$ cat src/rtl/a2s_pkg.sv
package a2s_pkg;
  localparam int unsigned CHAR_MAX = 11;
  localparam int unsigned LEN_W    = 4;

  typedef logic [LEN_W-1:0] len_t;

  typedef enum logic [1:0] {
    FMT_9   = 2'd0,
    FMT_10  = 2'd1,
    FMT_11  = 2'd2,
    FMT_11X = 2'd3
  } fmt_e;

  typedef struct packed {
    len_t                len;
    logic [CHAR_MAX-1:0] bits;
  } char_t;

  function automatic len_t fmt_len(input fmt_e f);
    case (f)
      FMT_9:   return len_t'(9);
      FMT_10:  return len_t'(10);
      default: return len_t'(11);
    endcase
  endfunction
endpackage

$ cat src/rtl/a2s_rx_sampler.sv
module a2s_rx_sampler
  import a2s_pkg::*;
#(
  parameter int unsigned SYNC_STAGES = 2,
  parameter int unsigned OVERSAMPLE  = 16
) (
  input  logic       clk,
  input  logic       rst_n,
  input  logic       baud_en,
  input  logic       rx_line,
  input  logic [1:0] len_sel,
  output logic       char_valid,
  output char_t      char_data,
  output logic       frame_err
);
  localparam int unsigned PH_W  = $clog2(OVERSAMPLE);
  localparam int unsigned IDX_W = $clog2(CHAR_MAX);
  localparam logic [PH_W-1:0] PH_MID = PH_W'(OVERSAMPLE / 2 - 1);
  localparam logic [PH_W-1:0] PH_END = PH_W'(OVERSAMPLE - 1);

  typedef enum logic [1:0] {S_IDLE, S_START, S_BITS} st_e;

  logic [SYNC_STAGES-1:0] sync_q;
  logic                   line_s;

  generate
    if (SYNC_STAGES > 1) begin : g_chain
      always_ff @(posedge clk) begin
        if (!rst_n) sync_q <= '1;
        else        sync_q <= {sync_q[SYNC_STAGES-2:0], rx_line};
      end
    end else begin : g_single
      always_ff @(posedge clk) begin
        if (!rst_n) sync_q <= '1;
        else        sync_q <= rx_line;
      end
    end
  endgenerate

  assign line_s = sync_q[SYNC_STAGES-1];

  st_e                 st;
  logic                line_prev;
  logic [PH_W-1:0]     ph;
  logic [IDX_W-1:0]    idx;
  logic [CHAR_MAX-1:0] shreg;
  len_t                cur_len;
  logic                last_pos;

  assign last_pos = (len_t'(idx) == cur_len - len_t'(1));

  always_ff @(posedge clk) begin
    if (!rst_n) begin
      st         <= S_IDLE;
      line_prev  <= 1'b1;
      ph         <= '0;
      idx        <= '0;
      shreg      <= '0;
      cur_len    <= len_t'(9);
      char_valid <= 1'b0;
      frame_err  <= 1'b0;
    end else begin
      char_valid <= 1'b0;
      frame_err  <= 1'b0;
      if (baud_en) begin
        line_prev <= line_s;
        case (st)
          S_IDLE: begin
            if (line_prev && !line_s) begin
              st      <= S_START;
              ph      <= '0;
              cur_len <= fmt_len(fmt_e'(len_sel));
            end
          end
          S_START: begin
            if (ph == PH_MID) begin
              ph <= '0;
              if (!line_s) begin
                shreg <= '0;
                idx   <= IDX_W'(1);
                st    <= S_BITS;
              end else begin
                st <= S_IDLE;
              end
            end else begin
              ph <= ph + PH_W'(1);
            end
          end
          S_BITS: begin
            if (ph == PH_END) begin
              ph         <= '0;
              shreg[idx] <= line_s;
              if (last_pos) begin
                char_valid <= 1'b1;
                frame_err  <= !line_s;
                st         <= S_IDLE;
              end else begin
                idx <= idx + IDX_W'(1);
              end
            end else begin
              ph <= ph + PH_W'(1);
            end
          end
          default: st <= S_IDLE;
        endcase
      end
    end
  end

  assign char_data.len  = cur_len;
  assign char_data.bits = shreg;
endmodule

$ cat src/rtl/a2s_char_fifo.sv
module a2s_char_fifo
  import a2s_pkg::*;
#(
  parameter int unsigned DEPTH = 4
) (
  input  logic                       clk,
  input  logic                       rst_n,
  input  logic                       wr_valid,
  input  char_t                      wr_data,
  output logic                       wr_ready,
  output logic                       rd_valid,
  output char_t                      rd_data,
  input  logic                       rd_ready,
  output logic [$clog2(DEPTH+1)-1:0] fill,
  output logic                       ovf_evt
);
  localparam int unsigned PTR_W = (DEPTH > 1) ? $clog2(DEPTH) : 1;
  localparam int unsigned CNT_W = $clog2(DEPTH + 1);

  char_t            slot [DEPTH];
  logic [PTR_W-1:0] wr_ptr, rd_ptr;
  logic             do_wr, do_rd;

  function automatic logic [PTR_W-1:0] bump(input logic [PTR_W-1:0] p);
    return (p == PTR_W'(DEPTH - 1)) ? '0 : p + PTR_W'(1);
  endfunction

  assign wr_ready = (fill != CNT_W'(DEPTH));
  assign rd_valid = (fill != '0);
  assign do_wr    = wr_valid && wr_ready;
  assign do_rd    = rd_valid && rd_ready;
  assign ovf_evt  = wr_valid && !wr_ready;
  assign rd_data  = slot[rd_ptr];

  generate
    for (genvar i = 0; i < DEPTH; i++) begin : g_slot
      always_ff @(posedge clk) begin
        if (do_wr && wr_ptr == PTR_W'(i)) slot[i] <= wr_data;
      end
    end
  endgenerate

  always_ff @(posedge clk) begin
    if (!rst_n) begin
      wr_ptr <= '0;
      rd_ptr <= '0;
      fill   <= '0;
    end else begin
      if (do_wr) wr_ptr <= bump(wr_ptr);
      if (do_rd) rd_ptr <= bump(rd_ptr);
      case ({do_wr, do_rd})
        2'b10:   fill <= fill + CNT_W'(1);
        2'b01:   fill <= fill - CNT_W'(1);
        default: fill <= fill;
      endcase
    end
  end
endmodule

$ cat src/rtl/a2s_bit_serializer.sv
module a2s_bit_serializer
  import a2s_pkg::*;
#(
  parameter int unsigned DEPTH       = 4,
  parameter int unsigned NF_LEVEL    = 3,
  parameter int unsigned DEL_SPACING = 8
) (
  input  logic                       clk,
  input  logic                       rst_n,
  input  logic                       s_ready,
  input  logic                       rd_valid,
  input  char_t                      rd_data,
  input  logic [$clog2(DEPTH+1)-1:0] fill,
  output logic                       rd_ready,
  output logic                       s_bit,
  output logic                       busy
);
  localparam int unsigned CNT_W = $clog2(DEPTH + 1);
  localparam int unsigned SP_W  = $clog2(DEL_SPACING);
  localparam int unsigned IDX_W = $clog2(CHAR_MAX);
  localparam logic [SP_W-1:0] SP_FULL = SP_W'(DEL_SPACING - 1);

  logic [CHAR_MAX-1:0] shreg;
  logic [IDX_W-1:0]    idx;
  len_t                lim;
  logic [SP_W-1:0]     gap_cnt;
  logic                load, credit, tail_high, drop;

  assign load      = s_ready && !busy && rd_valid;
  assign rd_ready  = load;
  assign credit    = (gap_cnt == SP_FULL);
  assign tail_high = rd_data.bits[rd_data.len - len_t'(1)];
  assign drop      = credit && (fill >= CNT_W'(NF_LEVEL)) && tail_high;

  always_ff @(posedge clk) begin
    if (!rst_n) begin
      busy    <= 1'b0;
      s_bit   <= 1'b1;
      shreg   <= '0;
      idx     <= '0;
      lim     <= '0;
      gap_cnt <= SP_FULL;
    end else if (s_ready) begin
      if (busy) begin
        s_bit <= shreg[idx];
        idx   <= idx + IDX_W'(1);
        if (len_t'(idx) == lim - len_t'(1)) busy <= 1'b0;
      end else if (rd_valid) begin
        s_bit <= rd_data.bits[0];
        shreg <= rd_data.bits;
        idx   <= IDX_W'(1);
        lim   <= drop ? rd_data.len - len_t'(1) : rd_data.len;
        busy  <= 1'b1;
        if (drop)        gap_cnt <= '0;
        else if (!credit) gap_cnt <= gap_cnt + SP_W'(1);
      end else begin
        s_bit <= 1'b1;
      end
    end
  end
endmodule

$ cat src/rtl/a2s_converter.sv
module a2s_converter
  import a2s_pkg::*;
#(
  parameter int unsigned DEPTH       = 4,
  parameter int unsigned SYNC_STAGES = 2,
  parameter int unsigned OVERSAMPLE  = 16,
  parameter int unsigned DEL_SPACING = 8
) (
  input  logic       clk,
  input  logic       rst_n,
  input  logic       baud_en,
  input  logic       rx_line,
  input  logic [1:0] len_sel,
  input  logic       s_ready,
  output logic       s_valid,
  output logic       s_bit,
  output logic       frame_err,
  output logic       ovf_sticky,
  input  logic       ovf_clr
);
  localparam int unsigned CNT_W    = $clog2(DEPTH + 1);
  localparam int unsigned NF_LEVEL = DEPTH - 1;

  logic             char_valid;
  char_t            char_data;
  logic             wr_ready;
  logic             rd_valid;
  char_t            rd_data;
  logic             rd_ready;
  logic [CNT_W-1:0] fifo_fill;
  logic             ovf_evt;
  logic             ser_busy;

  a2s_rx_sampler #(
    .SYNC_STAGES(SYNC_STAGES),
    .OVERSAMPLE (OVERSAMPLE)
  ) u_sampler (
    .clk       (clk),
    .rst_n     (rst_n),
    .baud_en   (baud_en),
    .rx_line   (rx_line),
    .len_sel   (len_sel),
    .char_valid(char_valid),
    .char_data (char_data),
    .frame_err (frame_err)
  );

  a2s_char_fifo #(
    .DEPTH(DEPTH)
  ) u_fifo (
    .clk     (clk),
    .rst_n   (rst_n),
    .wr_valid(char_valid),
    .wr_data (char_data),
    .wr_ready(wr_ready),
    .rd_valid(rd_valid),
    .rd_data (rd_data),
    .rd_ready(rd_ready),
    .fill    (fifo_fill),
    .ovf_evt (ovf_evt)
  );

  a2s_bit_serializer #(
    .DEPTH      (DEPTH),
    .NF_LEVEL   (NF_LEVEL),
    .DEL_SPACING(DEL_SPACING)
  ) u_ser (
    .clk     (clk),
    .rst_n   (rst_n),
    .s_ready (s_ready),
    .rd_valid(rd_valid),
    .rd_data (rd_data),
    .fill    (fifo_fill),
    .rd_ready(rd_ready),
    .s_bit   (s_bit),
    .busy    (ser_busy)
  );

  always_ff @(posedge clk) begin
    if (!rst_n) begin
      s_valid    <= 1'b0;
      ovf_sticky <= 1'b0;
    end else begin
      s_valid <= 1'b1;
      if (ovf_evt)      ovf_sticky <= 1'b1;
      else if (ovf_clr) ovf_sticky <= 1'b0;
    end
  end
endmodule

$ cat config.mk
export PLATFORM = sky130hd
export DESIGN_NAME = a2s_converter
export DESIGN_NICKNAME = d
export VERILOG_FILES = /design/src/rtl/a2s_pkg.sv /design/src/rtl/a2s_rx_sampler.sv /design/src/rtl/a2s_char_fifo.sv /design/src/rtl/a2s_bit_serializer.sv /design/src/rtl/a2s_converter.sv
export SDC_FILE = /design/constraint.sdc
export NUM_CORES = 1
export LEC_CHECK = 0
export BUFFER_PORTS_ARGS = -buffer_cell sky130_fd_sc_hd__clkbuf_2
export CAP_MARGIN = 15
export CORE_MARGIN = 2
export CORE_UTILIZATION = 60
export DETAILED_ROUTE_END_ITERATION = 6
export PLACE_DENSITY = 0.86
export SETUP_SLACK_MARGIN = 0.05
export SLEW_MARGIN = 20
export SYNTH_ARGS = -nofsm -noshare
export SYNTH_HDL_FRONTEND = slang
export SYNTH_SLANG_ARGS = --single-unit
$ cat constraint.sdc
create_clock -name clk -period 3.05 [get_ports clk]
set_input_delay 0.1525 -clock clk [delete_from_list [all_inputs] [get_ports clk]]
set_output_delay 0.1525 -clock clk [all_outputs]
set_load 0.03 [all_outputs]
==> impl_metrics.py <==
metrics = {
    "run_status": {
        "outcome": "finished clean",
    },
    "min_path": {
        "hold_depth": 3,
        "hold_class": "primary input to flop",
        "min_from": "rx_line",
        "hold_path_end": "u_sampler.sync_q[0]",
    },
    "critical_path": {
        "cp-start-kind": "flop",
        "cp_cell_sequence": "mux4_2 -> inv_1 -> ha_1 -> inv_1 -> a31oi_1 -> o21a_1 -> o31ai_2 -> nand2_1 -> a211o_1",
        "cp.required_ns": 3.45,
        "worstPathMaxFanout": 6,
        "cp_slowest_stage_delay_ns": 0.64,
        "cpMostUsedCell": "inv_1",
        "r2r_slack_ns": 0.42,
        "reg2reg_depth": 9,
        "path_class": "flop to flop",
        "cp-end-kind": "flop",
        "arrival_ns": 3.04,
        "cp_slowest_cell": "mux4_2",
        "worstReg2RegEnd": "u_ser.gap_cnt[0]",
    },
    "yosys": {
        "postSynthCellCount": 442,
        "synth_ff_type": "dfxtp_1",
        "async_flop_share_pct": 0,
        "synth-seq-area-share_pct": 56.0,
        "ys_ff_latch": 115,
        "synth_cell_types": 53,
        "avgSynthCellArea_sq_um": 11.4,
        "synth_nets": 472,
        "yosys_warnings": 0,
        "synth_edf_count": 52,
        "synth_area_sq_um": 5040,
    },
    "timing": {
        "max-slew-margin-rel_pct": 42.7,
        "tns_ns": 0,
        "max_freq_mhz": 380,
        "fin_crit_ns": 2.63,
        "rsz0062_at_grt": "false",
        "hold_viol": 0,
        "worst_pin_slew_ns": 0.848,
        "finClkSkew_ns": 0.00746,
        "setup_viol": 0,
        "drv_slew": 0,
        "fin_crit_sh_pct": 86.3,
    },
    "clock_network": {
        "path_clk_slew_ns": 0.06,
        "cts.root.buffer_cell": "clkbuf_8",
        "clock-sinks": 115,
        "clockBufferDepth": 2,
        "cts_tree": "built",
        "cts_buffers": 17,
        "ctsResizeCount": 0,
        "clk_latency_ns": 0.52,
        "htree_levels": 4,
        "cts_setup_buffers": 0,
    },
    "route": {
        "antenna_left": 0,
        "wirelength_um": 10500,
        "post_drt_wl_per_cell_um": 17.9,
        "dr.pass1.iters": 4,
        "drt_iter0_drc": 231,
        "drc": 0,
        "vias_per_cell": 6.08,
        "vias": 3548,
    },
    "power": {
        "p_leak_nw": 2.05,
        "power_mw": 3.73,
        "powerDensity_nw_per_um2": 634,
        "ir_worst_vdd_mv": 0.422,
    },
    "global_routing": {
        "grt-ovfl-total": 0,
        "grt_max_degree": 47,
        "track_usage_pct": 24.9,
        "antenna_found_initial": 0,
        "grt_first_pass_wirelength_um": 16600,
        "grt_pass1_vias": 3479,
    },
    "die": {
        "die-area_sq_um": 9150,
        "die_w_um": 95.7,
        "die_y_um": 95.7,
        "start_util_pct": 61.7,
        "num_rows": 33,
        "ios": 12,
        "coreArea_sq_um": 8180,
    },
    "layout": {
        "fill_cells": 515,
        "final_common_cell": "dfxtp_1",
        "diodes": 0,
        "layout_common_cells": "63 x dfxtp_1, 52 x edfxtp_1, 51 x a21oi_1",
        "fin_nets": 496,
        "area_growth_pct": 16.8,
        "drive_gt1_share_pct": 14.0,
    },
    "placed_design": {
        "place_congestion": 0.835,
        "dp_hpwl_um": 6140,
        "numPortBuffers": 11,
    },
    "run": {
        "maxCapViolCount": 0,
    },
}
==> worst max-delay path, delay by kind of cell, from the launching register on <==
kind | cells | cell delay [ns]
muxes | 1 | 0.64
and+or+nand+nor | 1 | 0.14
adders and majority gates | 1 | 0.24
DFF | 1 | 0.44
AOI/OAI and AO/OA | 4 | 0.82
buffers and inverters | 2 | 0.23
==> timing repair <==
| item | in CTS | in global routing |
|---|---|---|
| hold endpoints to repair | 9 | 0 |
| endpoints found under the setup margin | 0 | 0 |
| hold buffers | 10 | 0 |
==> cell usage after synthesis, types with 2 or more instances <==
master	number	area share, %
a32oi_1	3	0.52
a21bo_1	2	0.40
nor3_1	8	0.79
inv_1	18	1.3
o21ai_0	15	1.5
xor2_1	4	0.69
o21a_1	3	0.45
a31oi_1	4	0.50
mux2i_1	7	1.4
mux4_1	2	1.0
nor2b_1	7	0.87
xnor2_1	7	1.2
a22oi_1	3	0.45
nand4_1	4	0.50
dfxtp_1	63	25
nand2b_1	5	0.62
ha_1	21	5.2
nand3_1	19	1.9
nand4b_1	2	0.35
or2_1	2	0.25
and3_1	6	0.74
nor2_1	25	1.9
edfxtp_1	52	31
nor4_1	2	0.25
nand2_1	43	3.2
inv_2	2	0.15
buf_1	2	0.15
o21ai_1	9	0.89
a21oi_1	51	5.1
mux2_4	2	0.60
clkbuf_1	15	1.1
mux4_2	13	5.8
==> layer usage <==
metal / share of wire (%) / wire (um) / track usage (%) / vias to the layer above
li1: - / - / - / 1664
met1: 40 / 4210 / 28.6 / 1752
met2: 52 / 5470 / 42.0 / 104
met3: 4.9 / 511 / 8.46 / 28
met4: 2.7 / 287 / 11.7 / 0
met5: 0 / 0 / 0 / -
==> state kept, by name, indices dropped and copies added, names as in the netlist, named ones only <==
register	count
u_ser.s_bit	1
u_fifo.wr_ptr	2
u_sampler.frame_err	1
u_fifo.rd_ptr	2
u_fifo.fill	3
u_sampler.st	2
u_ser.lim	4
u_sampler.sync_q	2
u_sampler.ph	4
u_ser.busy	1
u_ser.shreg	11
u_sampler.cur_len	2
u_fifo.slot	52
u_ser.gap_cnt	3
u_sampler.char_valid	1
s_valid	1
ovf_sticky	1
u_sampler.shreg	11
u_sampler.idx	4
u_sampler.line_prev	1
u_ser.idx	4
==> metrics by stage <==
step / setup WS (ns) / utilization, % / hold slack, ns / cells / instance area [sq um]
6_report: 0.418 / 72.1 / 0.381 / 584 / 5890
5_1_grt: 0.282 / 72.1 / 0.382 / 584 / 5890
4_1_cts: 0.416 / 72.1 / 0.345 / 584 / 5890
3_5_place_dp: 0.428 / 63.3 / 0.339 / 542 / 5170
3_3_place_gp: 0.557 / 63.3 / 0.335 / 542 / 5170
2_1_floorplan: 0.586 / - / 0.180 / 442 / 5040
==> final cells by class <==
class / count / area, sq um / area share (%)
well taps: 105 / 131 / 2.23
repair buffers: 24 / 178 / 3.02
clock inverters: 15 / 206 / 3.50
flip-flops and latches: 115 / 2820 / 47.9
multi-input cells: 288 / 2060 / 35.0
clock buffers: 17 / 414 / 7.03
inverters: 20 / 75.1 / 1.27
==> power by group <==
group	switching [mW]	leakage, nW	internal (mW)
combinational	0.0345	0.815	0.0212
clock	0.737	0.299	1.33
sequential	0.00430	0.935	1.60
==> worst max path at each step <==
stage,to,slack (ns),cells past startpoint
2_1_floorplan,u_ser.gap_cnt[0],0.59,10
4_1_cts,u_ser.gap_cnt[0],0.42,9
3_3_place_gp,u_ser.gap_cnt[0],0.56,9
5_1_grt,u_ser.gap_cnt[0],0.28,9
6_report,u_ser.gap_cnt[0],0.42,9
3_5_place_dp,u_ser.gap_cnt[0],0.43,9
==> kinds of logic after synthesis <==
family,Yosys count,synth area share [%]
simple gates,129,12.5
flops,115,56.0
compound gates,101,11.9
buf+inv,39,3.08
mux,25,9.06
fa+ha+maj,22,5.61
xor+xnor,11,1.91
Note: power is estimated with default switching activity, not from simulation.
